--- config.mk ---
export PLATFORM = sky130hd
export DESIGN_NAME = scan_dbg_port
export DESIGN_NICKNAME = d
export VERILOG_FILES = /design/src/rtl/scan_dbg_pkg.sv /design/src/rtl/scan_dbg_sync.sv /design/src/rtl/scan_dbg_chain.sv /design/src/rtl/scan_dbg_decode.sv /design/src/rtl/scan_dbg_port.sv
export SDC_FILE = /design/constraint.sdc
export NUM_CORES = 1
export LEC_CHECK = 0
export BUFFER_PORTS_ARGS = -buffer_cell sky130_fd_sc_hd__buf_4
export CORE_ASPECT_RATIO = 1.1
export CORE_UTILIZATION = 44
export DETAILED_ROUTE_END_ITERATION = 7
export PLACE_DENSITY = 0.66
export SETUP_SLACK_MARGIN = 0.15
export SLEW_MARGIN = 20
export SYNTH_ARGS = -nofsm -noshare
export SYNTH_HDL_FRONTEND = slang
export SYNTH_SLANG_ARGS = --single-unit
--- constraint.sdc ---
create_clock -name clk_i -period 2 [get_ports clk_i]
set_input_delay 0.2 -clock clk_i [delete_from_list [all_inputs] [get_ports clk_i]]
set_output_delay 0.2 -clock clk_i [all_outputs]
set_load 0.01 [all_outputs]
--- src/rtl/scan_dbg_pkg.sv ---
package scan_dbg_pkg;
  localparam int unsigned FRAME_W   = 64;
  localparam int unsigned CMD_W     = 8;
  localparam int unsigned INSTR_W   = 16;
  localparam int unsigned CNT_W     = $clog2(FRAME_W + 1);
  localparam logic [CMD_W-1:0] CMD_FORCE = 8'h02;
endpackage

--- src/rtl/scan_dbg_sync.sv ---
module scan_dbg_sync #(
  parameter int unsigned W = 3
) (
  input  logic         clk_i,
  input  logic         rst_ni,
  input  logic [W-1:0] async_i,
  output logic [W-1:0] sync_o,
  output logic [W-1:0] rise_o
);
  logic [W-1:0] meta_q, sync_q, prev_q;

  for (genvar g = 0; g < W; g++) begin : g_bit
    always_ff @(posedge clk_i or negedge rst_ni) begin
      if (!rst_ni) begin
        meta_q[g] <= 1'b0;
        sync_q[g] <= 1'b0;
        prev_q[g] <= 1'b0;
      end else begin
        meta_q[g] <= async_i[g];
        sync_q[g] <= meta_q[g];
        prev_q[g] <= sync_q[g];
      end
    end
    assign rise_o[g] = sync_q[g] & ~prev_q[g];
  end

  assign sync_o = sync_q;
endmodule

--- src/rtl/scan_dbg_chain.sv ---
module scan_dbg_chain
  import scan_dbg_pkg::*;
(
  input  logic               clk_i,
  input  logic               rst_ni,
  input  logic               sclk_rise_i,
  input  logic               step_rise_i,
  input  logic               mosi_i,
  input  logic [FRAME_W-1:0] snap_i,
  output logic               load_o,
  output logic               idle_o,
  output logic               miso_o,
  output logic [FRAME_W-1:0] frame_o,
  output logic               frame_valid_o
);
  localparam logic [CNT_W-1:0] CNT_DONE = CNT_W'(FRAME_W);
  localparam logic [CNT_W-1:0] CNT_LAST = CNT_W'(FRAME_W - 1);

  logic [FRAME_W-1:0] shreg_q, frame_q;
  logic [CNT_W-1:0]   cnt_q;
  logic               armed_q, valid_q;
  logic [FRAME_W-1:0] shifted;

  assign shifted = {shreg_q[FRAME_W-2:0], mosi_i};
  assign load_o  = sclk_rise_i & armed_q;
  assign idle_o  = ~armed_q & (cnt_q == CNT_DONE);

  always_ff @(posedge clk_i or negedge rst_ni) begin
    if (!rst_ni) begin
      shreg_q <= '0;
      frame_q <= '0;
      cnt_q   <= CNT_DONE;   // idle until the first load
      armed_q <= 1'b0;
      valid_q <= 1'b0;
    end else begin
      if (step_rise_i) armed_q <= 1'b1;
      if (sclk_rise_i) begin
        if (armed_q) begin
          shreg_q <= snap_i;
          cnt_q   <= '0;
          valid_q <= 1'b0;
          armed_q <= step_rise_i;
        end else if (cnt_q != CNT_DONE) begin
          shreg_q <= shifted;
          cnt_q   <= cnt_q + 1'b1;
          if (cnt_q == CNT_LAST) begin
            frame_q <= shifted;
            valid_q <= 1'b1;
          end
        end
      end
    end
  end

  assign miso_o        = shreg_q[FRAME_W-1];
  assign frame_o       = frame_q;
  assign frame_valid_o = valid_q;
endmodule

--- src/rtl/scan_dbg_decode.sv ---
module scan_dbg_decode
  import scan_dbg_pkg::*;
(
  input  logic [FRAME_W-1:0] frame_i,
  input  logic               valid_i,
  output logic [CMD_W-1:0]   cmd_o,
  output logic [INSTR_W-1:0] instr_o,
  output logic               force_o
);
  assign cmd_o   = frame_i[FRAME_W-1 -: CMD_W];
  assign instr_o = frame_i[INSTR_W-1:0];
  assign force_o = valid_i & (cmd_o == CMD_FORCE);
endmodule

--- src/rtl/scan_dbg_port.sv ---
module scan_dbg_port
  import scan_dbg_pkg::*;
(
  input  logic                clk_i,
  input  logic                rst_ni,
  input  logic                sclk_i,
  input  logic                mosi_i,
  input  logic                step_i,
  input  logic [63:0]         snap_i,
  output logic                miso_o,
  output logic                frame_valid_o,
  output logic [7:0]          cmd_o,
  output logic [15:0]         instr_o,
  output logic                force_o
);
  localparam int unsigned N_SYNC = 3;

  logic [N_SYNC-1:0] sync_v, rise_v;
  logic              sclk_rise, step_rise, mosi_s;
  logic              load_evt, idle;
  logic [FRAME_W-1:0] frame;

  scan_dbg_sync #(.W(N_SYNC)) u_sync (
    .clk_i   (clk_i),
    .rst_ni  (rst_ni),
    .async_i ({step_i, mosi_i, sclk_i}),
    .sync_o  (sync_v),
    .rise_o  (rise_v)
  );

  assign sclk_rise = rise_v[0];
  assign mosi_s    = sync_v[1];
  assign step_rise = rise_v[2];

  scan_dbg_chain u_chain (
    .clk_i         (clk_i),
    .rst_ni        (rst_ni),
    .sclk_rise_i   (sclk_rise),
    .step_rise_i   (step_rise),
    .mosi_i        (mosi_s),
    .snap_i        (snap_i),
    .load_o        (load_evt),
    .idle_o        (idle),
    .miso_o        (miso_o),
    .frame_o       (frame),
    .frame_valid_o (frame_valid_o)
  );

  scan_dbg_decode u_dec (
    .frame_i (frame),
    .valid_i (frame_valid_o),
    .cmd_o   (cmd_o),
    .instr_o (instr_o),
    .force_o (force_o)
  );
endmodule

**Word-level counts from Yosys, hierarchy flattened**

Index checks and enable logic that the tools add are counted.

- Register bits after elaboration: 145
- Bits in latches: 0
- Memory bits (writable): 0
- Bits in read-only memories: 0
- Input bits: 69
- Output and inout bits: 27
- Logic and storage cells: 38
- Memories: 0

- Add/sub/neg operators: 1
- Multiply operators: 0
- Divide/modulo/power cells: 0
- $lt $le $gt $ge: 0
- Eq/ne operators: 3
- Shift-type cells: 0
- Muxes and demuxes: 10
- Bitwise operators: 6
- Reductions and logical operators: 5

Operators with widths:

| operator | number |
|---|---|
| 2-to-1 mux 64 bit | 2 |
| 2-to-1 mux 7 bit | 2 |
| == test 8 x 2 -> 1 bit, second input constant | 1 |
| adder 7 x 1 -> 7 bit, second input constant | 1 |
| == test 7 x 6 -> 1 bit, second input constant | 1 |
| inequality test 7 bit, second input constant | 1 |
| 2-to-1 mux 1 bit | 6 |
| AND reduction 4 bit | 1 |
| nonzero test 2 bit | 2 |
| AND 1 bit | 3 |
| inverter 1 bit | 3 |
| AND reduction 3 bit | 1 |
| AND reduction 2 bit | 1 |

**Longest topological paths before layout**

- Depth after elaboration: 5
- Depth in mapped cells: 7
- Mapped depth without buffers: 5

**Modules after synthesis**

From an unflattened synthesis, not the netlist that was laid out.

- Cells, all modules: 599
- Area total of the unflattened synthesis: 7151.9 um^2

Modules (own cells, without submodules):

| module | instances | cells an instance | area an instance (um^2) | seq. area each (um^2) |
|---|---|---|---|---|
| scan_dbg_chain | 1 | 560 | 6673.9 | 3429.5 |
| scan_dbg_sync | 1 | 12 | 266.5 | 225.2 |
| scan_dbg_decode | 1 | 27 | 211.5 | 0.0 |

**Least setup slack after synthesis**

Ideal clock, no wire load.

- Path kind: register to register
- Start point: register u_chain.cnt_q[0]
- End point: register u_chain.frame_q[10] (netlist: u_chain.frame_o[10])
- Library setup time: 125 ps
- Data arrival time: 1683 ps
- Data required time: 1875 ps
- Slack: 192 ps
- Stages on the path, launching flop included: 7
- Path buffers: 2
- Clock period less this slack: 1808 ps
- Cells stage by stage: dfrtp_1 ha_1 nand3_2 or4_4 buf_6 buf_12 mux2_4

- Cells in the longest elaborated chain, start to end: 2
- Elaborated cells on any way between the ends: 3
- Classes of those cells: eq/ne (2); reduce/logical (1)

RTL lines:

| item | RTL line | text |
|---|---|---|
| start: declaration | scan_dbg_chain.sv:20 | `logic [CNT_W-1:0] cnt_q;` |
| start signal: assignment | scan_dbg_chain.sv:45 | `cnt_q <= cnt_q + 1'b1;` |
| == test 7 x 6 -> 1 bit or inequality test 7 bit (tied branches) | scan_dbg_chain.sv:46, scan_dbg_chain.sv:43 |  |
| AND reduction 4 bit (no source line) * | -- |  |
| end signal: assignment | scan_dbg_chain.sv:47 | `frame_q <= shifted;` |
| end: declaration | scan_dbg_chain.sv:19 | `logic [FRAME_W-1:0] shreg_q, frame_q;` |

Mark *: on every way between the ends. The rest lies on a longest branch, timed or not.
A chain may end at the register's enable or synchronous reset.

**Worst setup path in the final report**

- Start point: register u_chain.frame_q[58] (netlist: u_chain.frame_o[58])
- End point: output port force_o

- Cells in the longest elaborated chain, start to end: 2

RTL lines:

| item | RTL line | text |
|---|---|---|
| == test 8 x 2 -> 1 bit | scan_dbg_decode.sv:12 | `assign force_o = valid_i & (cmd_o == CMD_FORCE);` |
| AND 1 bit | scan_dbg_decode.sv:12 |  |
| end: declaration | scan_dbg_port.sv:14 | `output logic force_o` |

No other way between the ends.

==> summary.txt <==
Status
  • Status: completed

Min path
  • Hold path cells: 3
  • Worst Hold Launch: snap_i[52]
  • Hold Path Class: in2reg

Global routing
  • First-pass GRT wire length: 17,800 um
  • Vias in the first global route: 3,605
  • Initial antenna violation count: 0
  • Congestion Overflow GR: 0
  • Largest net degree at the start of global routing: 106
  • Total track usage: 0.208

Die
  • Die X-Extent: 99.3 um
  • Die ar.: 0.0108 mm^2
  • Initial Util: 0.459
  • Die Y: 109 um
  • Core Region: 0.00998 mm^2
  • Cell Rows: 38
  • # IOs: 96

Power and ir drop
  • Pwr dens: 821 mW/mm^2
  • VDD IR-drop max: 0.448 mV
  • Final Power: 4.71 mW
  • Lkg Pwr: 2.52 nW

STA
  • RSZ-0062 raised after global routing: true
  • Slew margin rel.: 0.632
  • F_max: 0.556 GHz
  • Tmin final: 1.80 ns
  • Worst setup margin: 0.202 ns
  • Crit share post-route: 0.899
  • Worst-margin pin slew: 0.552 ns
  • Slew Viols, Final: 0
  • Hold Slack: 0.0987 ns
  • Fin Clk Skew: 0.0142 ns
  • # setup viols final: 0
  • Final hold vios: 0
  • Setup TNS: 0 ns

Clock tree
  • Clock-pin transition on the worst setup and hold timing paths: 0.10 ns
  • Num CTS Buffers: 9
  • Max Buffers Root-to-Sink: 2
  • H-tree depth: 3
  • Latest clock arrival within the worst-skew pair: 0.36 ns
  • Root buffer cell: clkbuf_8
  • TritonCTS clock tree: done
  • Sink Count: 105

Cells and area
  • Design area: 0.00574 mm^2
  • Storage element area: 0.00263 mm^2
  • Ant diodes: 0
  • Layout cells sized above 1: 0.332
  • Footprint of the multi-input gates: 0.00181 mm^2
  • Post-layout nets: 572
  • Area Overhead vs Synth: 25.2%
  • Layout Cells excl Fill: 626
  • Post-Route Utilization: 0.575
  • # fillers: 860

Flow run
  • Max cap viols: 0

Place
  • Dpl hpwl: 6760 um
  • Dpl cells: 600
  • Post-DP Area: 0.00542 mm^2
  • Final RePlAce weighted congestion: 0.757
  • Pre-CTS setup slack: 0.0758 ns
  • PortBufs: 95

Synth
  • Synth Area in Compound Gates: 0.262
  • Post-synthesis simple-gate area fraction: 0.0349
  • Largest family of logic cells by synthesized area: compound AO/OA/AOI/OAI gates
  • Mux share of post-synthesis cell area: 0.0767
  • FF+latch count, synth: 105
  • Synth Warn #: 0
  • Adder-cell share of the synthesized area: 0.00546
  • Post-Syn Area: 0.00458 mm^2
  • Mapped Cells: 410
  • Cell variety after synth: 33
  • Seq/Total Area, Yosys: 0.574
  • Syn_nets: 481
  • Xor/xnor share of the synthesized area: 0
  • Avg Inst Size Synth: 11.2 um^2

Drt
  • Wirelength per Cell: 17.5 um
  • Router iterations before antenna repair: 4
  • DRC: 0
  • Total number of vias: 3,814
  • Iter 0 DRT Violations: 278
  • Final wirelength: 10,900 um
  • Vias per inst: 6.09
  • Post-DRT Antenna Nets: 0

Critical path
  • Worst endpoint required time: 1.80 ns
  • Worst setup SP type: flop
  • Cells on worst reg2reg path: 4
  • Max Fanout on Critical Path: 3
  • Crit Path Class: reg2out
  • Critical Path Start: u_chain.frame_o[58]$_DFFE_PN0P_
  • RR Startpoint: u_chain.cnt_q[4]$_DFFE_PN0P_
  • Critical path capture point type: output port
  • Data arrival, critical path: 1.60 ns
==> flip-flops by register name, summed over array words and instances, names as in the netlist <==
register	flops
u_chain.shreg_q	64
u_chain.frame_o	24
u_chain.cnt_q	7
u_sync.meta_q	3
u_sync.sync_o	3
u_sync.prev_q	2
u_chain.armed_q	1
u_chain.frame_valid_o	1
==> worst paths after layout <==
check | to | slack [ns]
max | force_o | 0.20
min | u_chain.shreg_q[52]$_DFFE_PN0P_ | 0.1
max reg2reg | u_chain.frame_o[0]$_DFFE_PN0P_ | 0.23
min reg2reg | u_sync.sync_o[1]$_DFF_PN0_ | 0.36
max in group asynchronous | u_chain.cnt_q[3]$_DFFE_PN0P_ | 1.11
min in group asynchronous | u_chain.shreg_q[12]$_DFFE_PN0P_ | 0.44
==> worst max-delay path, cell delays in order, from the launching register on <==
cell	delay, ns
dfrtp_1	0.43
nor4_2	0.27
nand3b_1	0.13
nor4b_2	0.24
buf_4	0.16
==> area by class of cell <==
class,instances,share of cell area
repair buffers,117,0.164
well taps,120,0.0262
clock buffers,12,0.0270
multi-input cells,262,0.316
flip-flops and latches,105,0.458
inverters,6,0.00392
clock inverters,4,0.00480
==> per-layer routing <==
metal / track usage / vias to the layer above / routed length, um
li1: - / 1797 / -
met1: 0.294 / 1888 / 5050
met2: 0.321 / 113 / 5200
met3: 0.0321 / 16 / 494
met4: 0.0893 / 0 / 200
met5: 0 / - / 0
==> cell usage after synthesis <==
master	instances	area, um^2
a21o_1	1	7.51
a21oi_1	65	325
a221o_1	1	10.0
a22o_1	1	8.76
a31o_2	1	8.76
and3_1	3	18.8
buf_1	4	15.0
buf_12	2	40.0
buf_2	5	25.0
buf_6	1	11.3
clkbuf_1	27	101
dfrtp_1	104	2600
dfstp_2	1	26.3
ha_1	2	25.0
inv_1	6	22.5
mux2_2	5	56.3
mux2_4	19	285
mux2i_1	1	10.0
nand2_1	6	22.5
nand2b_1	1	6.26
nand3_1	5	25.0
nand3_2	1	10.0
nand3b_1	1	7.51
nor2_1	3	11.3
nor2b_1	1	6.26
nor3_1	4	20.0
nor4_1	2	12.5
nor4b_1	1	8.76
o21a_1	1	7.51
o21ai_0	5	25.0
o22ai_1	128	801
o41ai_1	1	8.76
or4_4	1	11.3
==> power by group <==
part	switching [mW]	total, mW	internal (mW)
Combinational	0.388	0.804	0.417
Clock	0.706	1.23	0.523
Sequential	0.265	2.68	2.41
==> kinds of logic after synthesis <==
family	after synthesis
flip-flops	105
AND/OR/NAND/NOR	29
buffers and inverters	45
adder cells (fa/ha/maj)	2
AO/OA/AOI/OAI	204
multiplexers	25
==> cell usage in the layout, fill, tap and decap left out, types with 3 or more instances in the layout <==
cell type      count
inv_1              5
mux2_2             5
a21oi_1           65
clkbuf_8          11
nor2_1             3
dfrtp_1          103
o21ai_0            5
or4_4              3
mux2_4            19
nand3_1            4
buf_12             4
nand2_1            5
dlygate4sd3_1      4
nor3_1             4
buf_4            108
o22ai_1          128
==> timing repair <==
action / 4_1_cts / 5_1_grt
endpoints found under the setup margin: 30 / 75
endpoints found under the hold margin: 107 / 0
cloned: 2 / 0
pin swaps: 4 / 1
gates resized for setup: 6 / 4
buffers inserted: 4 / 0
hold buffers: 4 / 0
Power figures use the tool's default switching activity.
